$ cat src/rtl/hwm_pkg.sv
package hwm_pkg;
    localparam int BYTE_W = 8;
    localparam int ADDR_W = 10;
    localparam int CMD_W  = 2;

    localparam logic [CMD_W-1:0] CMD_START = 2'b01;
    localparam logic [CMD_W-1:0] CMD_BYTE  = 2'b10;
    localparam logic [CMD_W-1:0] CMD_STOP  = 2'b11;

    localparam logic [4:0]        TEN_BIT_TAG = 5'b11110;
    localparam logic [BYTE_W-1:0] GC_BYTE     = 8'h00;

    typedef enum logic [2:0] {
        SL_IDLE, SL_ADDR, SL_ADR10, SL_DATA, SL_DONE
    } sl_state_e;

    typedef enum logic [2:0] {
        MS_OFF, MS_WAIT, MS_START, MS_GC, MS_ID, MS_FETCH, MS_DATA, MS_STOP
    } ms_state_e;
endpackage

$ cat src/rtl/hwm_slave_rx.sv
module hwm_slave_rx
    import hwm_pkg::*;
#(
    parameter logic [ADDR_W-1:0] OWN_ADDR = 10'h02C,
    parameter bit                ADDR10   = 1'b0
) (
    input  logic              clk,
    input  logic              rst,
    input  logic              enable,
    input  logic              sl_start,
    input  logic              sl_stop,
    input  logic              sl_vld,
    input  logic [BYTE_W-1:0] sl_byte,
    output logic              sl_ack,
    output logic [BYTE_W-1:0] dump_addr,
    output logic              prog_done
);
    sl_state_e st, nxt;
    logic first_hit, low_hit, byte_in;

    generate
        if (ADDR10) begin : g_ten
            assign first_hit = (sl_byte[7:3] == TEN_BIT_TAG) &&
                               (sl_byte[2:1] == OWN_ADDR[9:8]) && !sl_byte[0];
        end else begin : g_seven
            assign first_hit = (sl_byte[7:1] == OWN_ADDR[6:0]) && !sl_byte[0];
        end
    endgenerate

    assign low_hit = (sl_byte == OWN_ADDR[7:0]);
    assign byte_in = enable && sl_vld && !sl_start && !sl_stop;

    always_ff @(posedge clk) begin
        if (rst) st <= SL_IDLE;
        else     st <= nxt;
    end

    always_comb begin
        nxt = st;
        if (!enable) begin
            nxt = SL_IDLE;
        end else if (sl_stop) begin
            nxt = SL_IDLE;
        end else if (sl_start) begin
            nxt = (st == SL_DONE) ? SL_DONE : SL_ADDR;
        end else if (sl_vld) begin
            unique case (st)
                SL_ADDR:  nxt = first_hit ? (ADDR10 ? SL_ADR10 : SL_DATA) : SL_IDLE;
                SL_ADR10: nxt = low_hit ? SL_DATA : SL_IDLE;
                SL_DATA:  nxt = SL_DONE;
                default:  nxt = st;
            endcase
        end
    end

    always_comb begin
        sl_ack    = 1'b0;
        prog_done = enable && sl_stop && (st == SL_DONE);
        if (byte_in) begin
            unique case (st)
                SL_ADDR:  sl_ack = first_hit;
                SL_ADR10: sl_ack = low_hit;
                SL_DATA:  sl_ack = 1'b1;
                default:  sl_ack = 1'b0;
            endcase
        end
    end

    always_ff @(posedge clk) begin
        if (rst)                          dump_addr <= '0;
        else if (byte_in && st == SL_DATA) dump_addr <= sl_byte;
    end

    p_read_nack_r4: assert property (@(posedge clk) disable iff (rst)
        (sl_vld && sl_byte[0] && st == SL_ADDR) |-> !sl_ack);

    p_dump_hold_r5: assert property (@(posedge clk) disable iff (rst)
        (st == SL_DONE) |=> $stable(dump_addr));
endmodule

$ cat src/rtl/hwm_master_tx.sv
module hwm_master_tx
    import hwm_pkg::*;
#(
    parameter logic [ADDR_W-1:0] OWN_ADDR = 10'h02C
) (
    input  logic              clk,
    input  logic              rst,
    input  logic              enable,
    input  logic              bus_free,
    output logic              cmd_vld,
    output logic [CMD_W-1:0]  cmd,
    output logic [BYTE_W-1:0] txd,
    input  logic              rsp_vld,
    input  logic              rsp_ack,
    input  logic              arb_lost,
    input  logic              src_vld,
    input  logic [BYTE_W-1:0] src_data,
    input  logic              src_last,
    output logic              src_pop,
    output logic              err
);
    localparam logic [BYTE_W-1:0] ID_BYTE = {OWN_ADDR[6:0], 1'b1};

    ms_state_e st, nxt;
    logic done_ok;

    assign done_ok = rsp_vld && !arb_lost;

    always_ff @(posedge clk) begin
        if (rst) st <= MS_OFF;
        else     st <= nxt;
    end

    always_comb begin
        nxt = st;
        unique case (st)
            MS_OFF:   if (enable) nxt = MS_WAIT;
            MS_WAIT:  if (src_vld && bus_free) nxt = MS_START;
            MS_START: if (arb_lost) nxt = MS_WAIT;
                      else if (rsp_vld) nxt = MS_GC;
            MS_GC:    if (arb_lost) nxt = MS_WAIT;
                      else if (rsp_vld) nxt = rsp_ack ? MS_ID : MS_STOP;
            MS_ID:    if (arb_lost) nxt = MS_WAIT;
                      else if (rsp_vld) nxt = rsp_ack ? MS_FETCH : MS_STOP;
            MS_FETCH: if (src_vld) nxt = MS_DATA;
            MS_DATA:  if (arb_lost) nxt = MS_WAIT;
                      else if (rsp_vld) nxt = (!rsp_ack || src_last) ? MS_STOP : MS_FETCH;
            MS_STOP:  if (rsp_vld) nxt = MS_WAIT;
            default:  nxt = MS_OFF;
        endcase
    end

    always_comb begin
        cmd_vld = 1'b0;
        cmd     = CMD_START;
        txd     = '0;
        src_pop = 1'b0;
        unique case (st)
            MS_START: begin cmd_vld = 1'b1; cmd = CMD_START; end
            MS_GC:    begin cmd_vld = 1'b1; cmd = CMD_BYTE; txd = GC_BYTE; end
            MS_ID:    begin cmd_vld = 1'b1; cmd = CMD_BYTE; txd = ID_BYTE; end
            MS_DATA:  begin
                cmd_vld = 1'b1; cmd = CMD_BYTE; txd = src_data;
                src_pop = done_ok;
            end
            MS_STOP:  begin cmd_vld = 1'b1; cmd = CMD_STOP; end
            default:  cmd_vld = 1'b0;
        endcase
    end

    always_ff @(posedge clk) begin
        if (rst) err <= 1'b0;
        else if (st == MS_GC && done_ok && !rsp_ack) err <= 1'b1;
    end

    p_cmd_hold_r13: assert property (@(posedge clk) disable iff (rst)
        (cmd_vld && !rsp_vld && !arb_lost) |=> (cmd_vld && $stable(cmd)));

    p_err_sticky_r11: assert property (@(posedge clk) disable iff (rst)
        err |=> err);

    p_pop_valid_r8: assert property (@(posedge clk) disable iff (rst)
        src_pop |-> (src_vld && rsp_vld));

    p_arb_release_r10: assert property (@(posedge clk) disable iff (rst)
        (cmd_vld && arb_lost && cmd != CMD_STOP) |=> !cmd_vld);
endmodule

$ cat src/rtl/selfinit_hw_master.sv
module selfinit_hw_master
    import hwm_pkg::*;
#(
    parameter logic [ADDR_W-1:0] OWN_ADDR = 10'h02C,
    parameter bit                ADDR10   = 1'b0
) (
    input  logic              clk,
    input  logic              rst,
    input  logic              sl_start,
    input  logic              sl_stop,
    input  logic              sl_vld,
    input  logic [7:0]        sl_byte,
    output logic              sl_ack,
    input  logic              m_bus_free,
    output logic              m_cmd_vld,
    output logic [1:0]        m_cmd,
    output logic [7:0]        m_txd,
    input  logic              m_rsp_vld,
    input  logic              m_rsp_ack,
    input  logic              m_arb_lost,
    input  logic              src_vld,
    input  logic [7:0]        src_data,
    input  logic              src_last,
    output logic              src_pop,
    output logic              master_mode,
    output logic [7:0]        dump_addr,
    output logic              err
);
    logic prog_done;

    always_ff @(posedge clk) begin
        if (rst)            master_mode <= 1'b0;
        else if (prog_done) master_mode <= 1'b1;
    end

    hwm_slave_rx #(.OWN_ADDR(OWN_ADDR), .ADDR10(ADDR10)) u_slave (
        .clk       (clk),
        .rst       (rst),
        .enable    (!master_mode),
        .sl_start  (sl_start),
        .sl_stop   (sl_stop),
        .sl_vld    (sl_vld),
        .sl_byte   (sl_byte),
        .sl_ack    (sl_ack),
        .dump_addr (dump_addr),
        .prog_done (prog_done)
    );

    hwm_master_tx #(.OWN_ADDR(OWN_ADDR)) u_master (
        .clk      (clk),
        .rst      (rst),
        .enable   (master_mode),
        .bus_free (m_bus_free),
        .cmd_vld  (m_cmd_vld),
        .cmd      (m_cmd),
        .txd      (m_txd),
        .rsp_vld  (m_rsp_vld),
        .rsp_ack  (m_rsp_ack),
        .arb_lost (m_arb_lost),
        .src_vld  (src_vld),
        .src_data (src_data),
        .src_last (src_last),
        .src_pop  (src_pop),
        .err      (err)
    );

    p_silent_master_r12: assert property (@(posedge clk) disable iff (rst)
        master_mode |-> !sl_ack);

    p_role_sticky_r5: assert property (@(posedge clk) disable iff (rst)
        master_mode |=> master_mode);

    p_no_cmd_as_slave_r1: assert property (@(posedge clk) disable iff (rst)
        !master_mode |-> !m_cmd_vld);
endmodule

$ cat config.mk
export PLATFORM = sky130hd
export DESIGN_NAME = selfinit_hw_master
export DESIGN_NICKNAME = d
export VERILOG_FILES = /design/src/rtl/hwm_pkg.sv /design/src/rtl/hwm_slave_rx.sv /design/src/rtl/hwm_master_tx.sv /design/src/rtl/selfinit_hw_master.sv
export SDC_FILE = /design/constraint.sdc
export NUM_CORES = 1
export LEC_CHECK = 0
export CAP_MARGIN = 0
export CORE_MARGIN = 10
export CORE_UTILIZATION = 65
export CTS_CLUSTER_DIAMETER = 30
export DETAILED_ROUTE_END_ITERATION = 10
export DONT_BUFFER_PORTS = 1
export GPL_TIMING_DRIVEN = 0
export PLACE_DENSITY = 0.81
export SLEW_MARGIN = 5
export SYNTH_ARGS = -nofsm -noshare
export SYNTH_HDL_FRONTEND = slang
export SYNTH_SLANG_ARGS = --single-unit
$ cat constraint.sdc
create_clock -name clk -period 2.4 [get_ports clk]
set_input_delay 0.48 -clock clk [delete_from_list [all_inputs] [get_ports clk]]
set_output_delay 0.48 -clock clk [all_outputs]
set_load 0.005 [all_outputs]
# Word level (Yosys, flattened, before mapping)
# Index checks and enable logic that the tools add are counted.
# word_totals
input_bits	27
regBits	16
out_inout_bits	23
# op_classes
mux	28
eq_ne	21
n_reduce_logical	26
# op_table
operator	count
two-way mux 3 bit	15
one-hot mux 3 bit (8 select lines)	1
one-hot mux 8 bit (2 select lines)	1
equality test 3 bit (second input constant)	5
equality test 3 x 2 -> 1 bit (second input constant)	4
!= test 3 bit (second input constant)	4
logical AND 1 bit	11
two-way mux 2 bit	5
one-hot mux 3 bit (3 select lines)	1
equality test 8 x 6 -> 1 bit (second input constant)	1
AND reduction 8 bit	1
equality test 7 x 6 -> 1 bit (second input constant)	1
equality test 3 x 1 -> 1 bit (second input constant)	2
logical NOT 1 bit	6
!= test 2 bit (second input constant)	3
OR reduction 3 bit	2
OR reduction 5 bit	1
one-hot mux 2 bit (2 select lines)	1
nonzero test 4 bit	1
logical NOT 3 bit	1
two-way mux 1 bit	3
one-hot mux 1 bit (3 select lines)	1
!= test 2 x 1 -> 1 bit (second input constant)	1
AND reduction 2 bit	1
other kinds (2)	2

# Logic depth before layout (Yosys ltp)
# Gate-level depths: netlist of run 1.
# depth
ltp_word	6
depth_mapped	5
depth_no_buf	4

# By module
# A second synthesis of run 1 with hierarchy kept.
# unflattened
hier_cells	122
area_unflattened_um2	1018.5
# by_module_without_submodules
mod	seq_area_each_um2	cells_each	area_each_um2	n_inst
hwm_slave_rx	220.2	59	566.8	1
hwm_master_tx	80.1	60	417.9	1
selfinit_hw_master	20.0	3	33.8	1

# Worst setup path after synthesis of run 1
# Ideal clock, no wire load.
# synth_timing
kind	input-to-output
from	in sl_byte[5]
to	out sl_ack
slack_ns	0.746
path_stages	4
t_required_ns	1.920
t_arrival_ns	1.174
path_buffers	0
cell_sequence	nand4bb_1 > nor4b_1 > o21a_1 > o211a_1
# synth_between
elab_chain_cells	4
word_cells_on_any_way	5
# synth_rtl
element	line	text
from (decl)	selfinit_hw_master.sv:12	input logic [7:0] sl_byte,
equality test 7 x 6 -> 1 bit	hwm_slave_rx.sv:26	assign first_hit = (sl_byte[7:1] == OWN_ADDR[6:0]) && !sl_byte[0];
logical AND 1 bit	hwm_slave_rx.sv:26	
one-hot mux 1 bit (3 select lines) (*)	hwm_slave_rx.sv:60	unique case (st)
two-way mux 1 bit (*)	hwm_slave_rx.sv:59	if (byte_in) begin
to (decl)	selfinit_hw_master.sv:13	output logic sl_ack,
# Mark *: on every way between the ends. The rest lies on a longest branch, timed or not.

# Worst setup path in the final report of run 1
# layout_timing
from	reg u_slave.st[0]
to	out sl_ack
# layout_between
elab_chain_cells	3
word_cells_on_any_way	5
# layout_rtl
element	line	text
from (decl)	hwm_slave_rx.sv:18	sl_state_e st, nxt;
from (signal assigned)	hwm_slave_rx.sv:35	else st <= nxt;
equality test 3 x 2 -> 1 bit / equality test 3 x 1 -> 1 bit (equally long branches)	hwm_slave_rx.sv:60	
one-hot mux 1 bit (3 select lines) (*)	hwm_slave_rx.sv:60	
two-way mux 1 bit (*)	hwm_slave_rx.sv:59	
# Marked as above.

==> metrics.yaml, run 1 <==
logic_synthesis:
  ys_warn_count: 0
  synth_cell_type_count: 40
  synth-edff-count: 0
  async_flop_share_pct: 0
  ys_seq_elements: 16
  syn_nets: 151
  synth_area_um2: 981
  synthFlopType: "dfxtp_1"
  syn_avg_cell_area_um2: 7.91
  yosysSeqAreaShare_pct: 32.7
  syn_inst: 124
final_layout:
  layout_commonest_cell: "dfxtp_1"
  final_cell_mix: "dfxtp_1, a21oi_1, nand2_1"
  area_growth_pct: 5.61
  nNetsFinal: 156
  final_layout_size_suffix_gt1_share_pct: 9.38
  fillers: 111
  n_antenna_cell: 0
worst_setup_path:
  r2r-start: "master_mode$_SDFFE_PP0P_"
  rr_endpoint: "u_slave.dump_addr[0]$_SDFFE_PP0P_"
  cp.arrival_ns: 1.59
  worst_r2r_path_depth: 4
  crit_path_max_fanout: 10
  worstSetupEndpointType: "output port"
  rrSetupSlack_ns: 0.80
  cpPeakStageDelay_ns: 0.46
  crit_path_cell_trace: "and3b_1 -> clkbuf_1 -> o211a_1"
  worst-path-buf-inv: 1
  cp.required_ns: 1.92
  crit_slowest_cell: "dfxtp_1"
  crit_family: "flip-flops"
  critPathLaunchType: "flip-flop"
  worstSetupPathType: "reg2out"
floorplanning:
  initial_core_util_pct: 71.8
  pin_count: 50
  num_rows: 13
  fp.dieW_um: 58.8
  dieHeight_um: 58.8
  die_area_um2: 3460
  core_um2: 1370
global_route:
  grt_pass1_vias: 876
  grt_overflow: 0
  grt_max_degree: 11
  grt_first_pass_wirelength_um: 4000
  antenna_found_initial: 0
  grtUsageTotal_pct: 14.1
run_status:
  status: "completed"
timing:
  rsz0062_at_grt: "no"
  setup_violations: 0
  finalCritPeriodShare_pct: 86.1
  maxSlewViolCount: 0
  setup_ws_ns: 0.334
  max_freq_mhz: 484
  clock_skew_ns: 0.00586
  fin_crit_ns: 2.07
  finalHoldViolations: 0
  tightest_slew_ns: 0.515
  fin_setup_tns_ns: 0
  slew-limit-headroom_pct: 65.2
power:
  total_power_uw: 460
  p_per_area_nw_per_um2: 444
  ir_drop_uv: 364
  p_leak_uw: 0.000386
clock_network:
  cts-root-buf: "clkbuf_4"
  cts-buffers-inserted: 3
  htreeDepth: 1
  clockBufferDepth: 2
  cts_tree: "built"
  clk_pin_slew_ns: 0.09
  cts.sink_count: 16
  cts_resized: 0
  cts_hold_buf: 0
  clock_latency_ns: 0.29
  post_cts_buffers: 0
routing:
  wl_per_cell_um: 17.7
  drt_wl_total_um: 2540
  ant_nets: 0
  first_pass_iters: 5
  vias_per_cell: 6.65
  vias: 951
  drc: 0
  drt_iter0_drc: 29
hold_path:
  hold_path.startpoint: "rst"
  min_to: "u_master.st[0]$_SDFFE_PP0P_"
  min_delay_path_depth: 1
  min_path_type: "in2reg"
placement:
  gp_congestion: 0.927
  pre_cts_ws_ns: 0.627
  portBuffers: 0
  dp_hpwl_um: 2050
job:
  maxCapViolCount: 0
power breakdown:
group	leakage, uW	internal, uW	switching (uW)
Combinational	0.000236	9.97	8.07
Clock	0.0000210	92.4	82.4
Sequential	0.000129	266	1.29
kinds of logic after synthesis:
| family | after synthesis | synth area share, % |
|---|---|---|
| AND/OR/NAND/NOR | 64 | 37.9 |
| AO/OA/AOI/OAI | 36 | 26.0 |
| flip-flops | 16 | 32.7 |
| buffers and inverters | 8 | 3.44 |
Yosys cell counts (3+ instances only):
library cell   n  share of area [%]
nor2_1        12                4.6
nand3_1        9                4.6
buf_2          3                1.5
nor3b_1        3                2.3
nand2b_1       4                2.6
a21oi_1       15                7.7
o21a_1         6                4.6
nand2_1       13                5.0
dfxtp_1       16                 33
and3_1         5                3.2
clkbuf_1       3                1.1
nor4b_1        4                3.6
layer usage:
layer | share of wire [%] | vias to the layer above | global-route usage (%)
li1 | - | 466 | -
met1 | 38 | 430 | 15.5
met2 | 45 | 50 | 21.8
met3 | 16 | 5 | 9.01
met4 | 0.63 | 0 | 3.93
met5 | 0 | - | 0
per-stage QoR:
| step | cell area [um2] | hold slack (ns) | util (%) | cells |
|---|---|---|---|---|
| finish | 1040 | 0.253 | 75.8 | 143 |
| global route | 1040 | 0.234 | 75.8 | 143 |
| CTS | 1040 | 0.246 | 75.8 | 143 |
| detailed placement | 1000 | 0.475 | 73.2 | 139 |
| global placement | 1000 | 0.469 | 73.2 | 139 |
| floorplan | 981 | 0.453 | - | 124 |
worst register-to-register path, cell delays in order (launching register included):
cell	delay [ns]
dfxtp_1	0.41
nor4b_4	0.55
nand2_1	0.30
nand2_1	0.14
a21oi_1	0.08
flip-flops by register name, indices dropped and copies added (netlist names):
register	count
u_master.st	3
u_master.err	1
master_mode	1
u_slave.st	3
u_slave.dump_addr	8
worst max path at each step:
stage	start	end	slack, ns	cells past startpoint
after floorplan	sl_byte[5]	sl_ack	0.75	4
final	u_slave.st[0]$_SDFFE_PP0P_	sl_ack	0.33	3
after global placement	sl_byte[0]	sl_ack	0.65	3
after detailed placement	sl_byte[0]	sl_ack	0.63	3
after CTS	u_slave.st[0]$_SDFFE_PP0P_	sl_ack	0.36	3
after global routing	u_slave.st[0]$_SDFFE_PP0P_	sl_ack	0.27	3
area by class of cell:
type / count / area (um2) / area share, %
multi-input cells: 100 / 627 / 60.5
inverters: 2 / 7.51 / 0.725
flip-flops and latches: 16 / 320 / 30.9
clock buffers: 4 / 36.3 / 3.50
well taps: 15 / 18.8 / 1.81
plain buffers: 6 / 26.3 / 2.54
(Power assumes the default switching activity.)
==> run 2, diff against run 1 <==
--- a/config.mk
+++ b/config.mk
@@ -6,13 +6,16 @@
 export NUM_CORES = 1
 export LEC_CHECK = 0
 export CAP_MARGIN = 0
+export CELL_PAD_IN_SITES_DETAIL_PLACEMENT = 2
+export CELL_PAD_IN_SITES_GLOBAL_PLACEMENT = 2
+export CORE_ASPECT_RATIO = 0.7
 export CORE_MARGIN = 10
-export CORE_UTILIZATION = 65
+export CORE_UTILIZATION = 34
 export CTS_CLUSTER_DIAMETER = 30
 export DETAILED_ROUTE_END_ITERATION = 10
 export DONT_BUFFER_PORTS = 1
 export GPL_TIMING_DRIVEN = 0
-export PLACE_DENSITY = 0.81
+export PLACE_DENSITY_LB_ADDON = 0.1
 export SLEW_MARGIN = 5
 export SYNTH_ARGS = -nofsm -noshare
 export SYNTH_HDL_FRONTEND = slang
==> run 2 against run 1 <==
Sequential share of layout area fell by 1.3 points. Clock skew is 0.0052 ns lower. Non-clock buffer count unchanged. Highest routed layer is now met3. First-iteration DRC count increased to 2.9 times the previous value. Largest cell class unchanged. Fmax rose by 2.3%. Critical path depth stayed put. Flip-flop and latch count stayed put. Critical endpoint unchanged. Largest power group unchanged. Global-route usage is 1.7 points lower.
==> metrics.yaml, run 2 (same netlist as run 1, synthesis figures left out) <==
worst_setup_path:
  critPathLaunchType: "flip-flop"
  rr_endpoint: "u_slave.dump_addr[0]$_SDFFE_PP0P_"
  cp.arrival_ns: 1.54  # -0.05 ns
  crit_path_max_fanout: 10  # unchanged
  worst_r2r_path_depth: 4  # unchanged
  r2r-start: "master_mode$_SDFFE_PP0P_"
  worstSetupPathType: "reg2out"
  cp.required_ns: 1.92  # about the same
  worstSetupEndpointType: "output port"
  rrSetupSlack_ns: 0.68  # -0.12 ns
timing:
  max_freq_mhz: 495  # +2.3%
  slew-limit-headroom_pct: 62.8  # -2.4 points
  fin_setup_tns_ns: 0  # unchanged
  maxSlewViolCount: 0  # unchanged
  setup_ws_ns: 0.380  # +0.0461 ns
  tightest_slew_ns: 0.556  # +0.0407 ns
  finalCritPeriodShare_pct: 84.2  # -1.9 points
  fin_crit_ns: 2.02  # -0.0461 ns
  setup_violations: 0  # unchanged
  finalHoldViolations: 0  # unchanged
  whs_ns: 0.292  # +0.0395 ns
  rsz0062_at_grt: "no"
  clock_skew_ns: 0.000702  # -0.00516 ns
power:
  p_per_area_nw_per_um2: 484  # +9.1%
  p_leak_uw: 0.000394  # +2.0%
  ir_drop_uv: 346  # -5.1%
placement:
  portBuffers: 0  # unchanged
  pre_cts_ws_ns: 0.615  # -0.0122 ns
  dp_hpwl_um: 2810  # +37%
  gp_congestion: 0.804  # -13%
  postPlaceCellArea_um2: 1030  # +2.6%
final_layout:
  final_layout_size_suffix_gt1_share_pct: 9.38  # unchanged
  area_growth_pct: 10.2
  regMostFlops: "u_slave.dump_addr"
  largest_register_ffs: 8  # unchanged
  fillers: 315  # +180%
  regArea_um2: 320  # unchanged
  final_cell_mix: "dfxtp_1, a21oi_1, nand2_1"
  fin_area_um2: 1080  # +4.3%
  final_core_util_pct: 38.8  # -37 points
  n_antenna_cell: 0  # unchanged
  layout_commonest_cell: "dfxtp_1"
  nNetsFinal: 156  # unchanged
  multi_input_area_um2: 627  # unchanged
  layout_top_registers: "u_slave.dump_addr x8, u_master.st x3, u_slave.st x3"
clock_network:
  clk_pin_slew_ns: 0.06  # -0.03 ns
  htreeDepth: 1  # unchanged
  cts.sink_count: 16  # unchanged
  cts-root-buf: "clkbuf_8"
  clock_latency_ns: 0.25  # -0.04 ns
  cts_tree: "built"
  cts-buffers-inserted: 3  # unchanged
  clockBufferDepth: 2  # unchanged
  cts_resized: 0  # unchanged
  cts_hold_buf: 0  # unchanged
  post_cts_buffers: 0  # unchanged
routing:
  vias: 976  # +2.6%
  met1_length_um: 1580  # +61%
  drc: 0  # unchanged
  wl_met2_um: 1560  # +38%
  wl_per_cell_um: 21.7  # +22%
  ant_nets: 0  # unchanged
  vias_per_cell: 5.95  # -11%
  first_pass_iters: 4  # -1
  drt_wl_total_um: 3550  # +40%
  wl_met3_um: 410  # +0.74%
  highest-signal-layer: "met3"
  drt_iter0_drc: 83  # +190%
run_status:
  status: "completed"
floorplanning:
  pin_count: 50  # unchanged
  core_um2: 2780  # +100%
  fp.dieW_um: 84.2  # +43%
  dieHeight_um: 64.9  # +10%
  die_area_um2: 5470  # +58%
  num_rows: 16  # +3
  initial_core_util_pct: 35.3  # -37 points
global_route:
  antenna_found_initial: 0  # unchanged
  grt_max_degree: 11  # unchanged
  grt_first_pass_wirelength_um: 5540  # +39%
  grtUsageTotal_pct: 12.3  # -1.7 points
  grt_overflow: 0  # unchanged
  grt_pass1_vias: 1009  # +15%
hold_path:
  min_to: "u_master.st[0]$_SDFFE_PP0P_"
  min_path_type: "in2reg"
  min_delay_path_depth: 1  # unchanged
  hold_path.startpoint: "rst"
job:
  maxCapViolCount: 0  # unchanged
-- run 2: area by class of cell --
| cell class | instances | share of cell area [%] |
|---|---|---|
| flip-flops and latches | 16 | 29.6 |
| multi-input cells | 100 | 58.0 |
| clock buffers | 4 | 5.09 |
| inverters | 2 | 0.694 |
| plain buffers | 6 | 2.43 |
| well taps | 36 | 4.17 |
-- run 2: how the worst max path moves through the flow --
stage	start	endpoint	depth (start not counted)
final	u_slave.st[0]$_SDFFE_PP0P_	sl_ack	3
after global placement	sl_byte[0]	sl_ack	3
after floorplan	sl_byte[5]	sl_ack	4
after global routing	u_slave.st[0]$_SDFFE_PP0P_	sl_ack	3
after detailed placement	sl_byte[5]	sl_ack	4
after CTS	u_slave.st[0]$_SDFFE_PP0P_	sl_ack	3
-- run 2: worst max-delay path: stages, from the launching register on --
cell	delay, ns
dfxtp_1	0.47
and3b_1	0.22
clkbuf_1	0.35
o211a_1	0.25
-- run 2: routing by layer --
metal  track usage, %  vias to the layer above
met5                0                        -
met4            0.625                        0
met3             7.37                        0
met2             19.7                       38
met1             14.5                      472
li1                 -                      466
-- run 2: stage by stage --
step	cells	total power (uW)
finish	164	524
floorplan	124	289
CTS	164	532
global route	164	550
global placement	160	292
detailed placement	160	293
-- run 2: power breakdown --
group | leakage (uW) | switching, uW | total, uW | internal (uW)
Clock | 0.0000288 | 90.9 | 236 | 145
Sequential | 0.000129 | 1.51 | 268 | 266
Combinational | 0.000236 | 9.52 | 19.5 | 9.99
Total | 0.000394 | 102 | 524 | 422
==> run 3, diff against run 2 <==
--- a/config.mk
+++ b/config.mk
@@ -10,7 +10,7 @@
 export CELL_PAD_IN_SITES_GLOBAL_PLACEMENT = 2
 export CORE_ASPECT_RATIO = 0.7
 export CORE_MARGIN = 10
-export CORE_UTILIZATION = 34
+export CORE_UTILIZATION = 32
 export CTS_CLUSTER_DIAMETER = 30
 export DETAILED_ROUTE_END_ITERATION = 10
 export DONT_BUFFER_PORTS = 1
==> constraint.sdc (replaced) <==
create_clock -name clk -period 1.95 [get_ports clk]
set_input_delay 0.39 -clock clk [delete_from_list [all_inputs] [get_ports clk]]
set_output_delay 0.39 -clock clk [all_outputs]
set_load 0.005 [all_outputs]
==> run 3 against run 2 <==
Die area rose by 4.5%. Final cell count did not move. Clock-buffer cell count did not move. Flip-flop and latch count did not move. Critical path depth rose by 1. Clock power rose by 30%. Non-clock buffer count did not move. Clock skew rose by 0.0035 ns. Register-to-register slack got worse by 0.44 ns. Final area rose by 0.81%. Via count fell by 1.6%.
==> metrics.yaml, run 3 (same netlist as run 1, synthesis figures left out) <==
power:
  internal_power_uw: 520  # +23%
  power.share.clock_pct: 46.3  # +1.2 points
  ir_drop_uv: 326  # -5.6%
  comb_power_share_pct: 3.7  # about the same
  p_switching_uw: 140  # +37%
  p_leak_uw: 0.000399  # +1.4%
  p_per_area_nw_per_um2: 606  # +25%
  p_sw_share_pct: 21.2  # +1.7 points
  seqPwrFrac_pct: 49.9  # -1.2 points
placement:
  gp_congestion: 0.833  # +3.7%
  postPlaceCellArea_um2: 1030  # unchanged
  pre_cts_ws_ns: 0.259  # -0.355 ns
  dp_hpwl_um: 2760  # -1.6%
  portBuffers: 0  # unchanged
worst_setup_path:
  cp.arrival_ns: 1.46  # -0.08 ns
  worst-path-buf-inv: 0  # -1
  crit_slowest_cell: "dfxtp_1"
  worst_r2r_path_depth: 4  # unchanged
  worstSetupEndpointType: "output port"
  crit_path_cell_trace: "nor2b_1 -> and3_1 -> o21a_1 -> o211a_1"
  crit_family: "flip-flops"
  cpPeakStageDelay_ns: 0.47  # about the same
  cp.required_ns: 1.56  # -0.36 ns
  cp_num_cells: 4  # +1
  crit_path_max_fanout: 7  # -3
  worstSetupPathType: "reg2out"
  critPathLaunchType: "flip-flop"
floorplanning:
  num_rows: 16  # unchanged
  fp.dieW_um: 86.2  # +2.3%
  core_um2: 2860  # +2.9%
  initial_core_util_pct: 34.3  # -0.99 points
  dieHeight_um: 66.3  # +2.1%
  pin_count: 50  # unchanged
  die_area_um2: 5720  # +4.5%
timing:
  fin_setup_tns_ns: 0  # unchanged
  finalHoldViolations: 0  # unchanged
  setup_violations: 0  # unchanged
  slew-limit-headroom_pct: 55.5  # -7.3 points
  max_freq_mhz: 541
  setup_ws_ns: 0.100  # -0.280 ns
  finalCritPeriodShare_pct: 94.9
  maxSlewViolCount: 0  # unchanged
  fin_crit_ns: 1.85
  clock_skew_ns: 0.00416  # +0.00345 ns
  rsz0062_at_grt: "no"
  tightest_slew_ns: 0.659  # +0.103 ns
global_route:
  grtUsageTotal_pct: 12.0  # -0.28 points
  grt_pass1_vias: 1048  # +3.9%
  antenna_found_initial: 0  # unchanged
  grt_max_degree: 11  # unchanged
  grt_first_pass_wirelength_um: 5620  # +1.4%
  grt_overflow: 0  # unchanged
clock_network:
  cts.sink_count: 16  # unchanged
  cts-buffers-inserted: 3  # unchanged
  htreeDepth: 1  # unchanged
  post_cts_buffers: 0  # unchanged
  clockBufferDepth: 2  # unchanged
  cts-root-buf: "clkbuf_8"
  cts_tree: "built"
  clock_latency_ns: 0.26  # about the same
  cts_hold_buf: 0  # unchanged
  clk_pin_slew_ns: 0.07  # about the same
  cts_resized: 0  # unchanged
final_layout:
  fillers: 336  # +6.7%
  n_antenna_cell: 0  # unchanged
  nNetsFinal: 156  # unchanged
  multi_input_area_um2: 633  # +1.0%
  area_growth_pct: 11.1
  regArea_um2: 322  # +0.39%
  final_layout_size_suffix_gt1_share_pct: 11.7  # +2.3 points
  final_cell_mix: "a21oi_1, dfxtp_1, nand2_1"
  regMostFlops: "u_slave.dump_addr"
  final_core_util_pct: 38.1  # -0.78 points
  layout_top_registers: "u_slave.dump_addr x8, u_master.st x3, u_slave.st x3"
  largest_register_ffs: 8  # unchanged
  fin_area_um2: 1090  # +0.81%
routing:
  ant_nets: 0  # unchanged
  vias_per_cell: 5.85  # -1.6%
  vias: 960  # -1.6%
  wl_per_cell_um: 21.3  # -1.5%
  drt_wl_total_um: 3500  # -1.5%
  drt_iter0_drc: 39  # -53%
  drc: 0  # unchanged
  first_pass_iters: 4  # unchanged
hold_path:
  min_path_type: "in2reg"
  min_delay_path_depth: 1  # unchanged
job:
  maxCapViolCount: 0  # unchanged
run_status:
  status: "completed"
==> run 3: layout make-up <==
type	count	area share, %
multi-input combinational	100	58.1
sequential	16	29.5
clock buffer	4	5.05
tap	36	4.13
buffer	6	2.53
inverter	2	0.689
==> run 3: worst register-to-register path, stage by stage, from the launching register on <==
cell	delay [ns]
dfxtp_1	0.41
nor4b_4	0.60
nand2_1	0.35
nand2_1	0.16
a21oi_1	0.07
==> run 3: power by group through the flow <==
stage                     logic [uW]  clock network (uW)  registers [uW]
after floorplan                 19.1                   0             336
after global routing            26.9                 329             329
after global placement          23.0                   0             337
after CTS                       24.2                 320             329
final                           24.6                 306             330
after detailed placement        23.5                   0             336
==> run 3: final timing paths <==
check	startpoint	end	slack [ns]
min	rst	u_master.st[2]$_SDFFE_PP0P_	0.19
max	u_slave.st[2]$_SDFFE_PP0P_	sl_ack	0.10
min reg2reg	u_slave.dump_addr[0]$_SDFFE_PP0P_	u_slave.dump_addr[0]$_SDFFE_PP0P_	0.49
max reg2reg	master_mode$_SDFFE_PP0P_	u_slave.dump_addr[6]$_SDFFE_PP0P_	0.24
==> run 3: stage by stage <==
stage	total power, uW	hold slack (ns)	instances
floorplan	355	0.453	124
global placement	360	0.466	160
detailed placement	360	0.463	160
CTS	673	0.186	164
global route	685	0.182	164
finish	660	0.192	164
==> run 3: metal layers <==
layer	GRT usage (%)	share of wire (%)	vias up
met3	7.39	12	2
met4	2.62	0.23	0
li1	-	-	463
met2	17.5	43	37
met5	0	0	-
met1	14.7	44	458
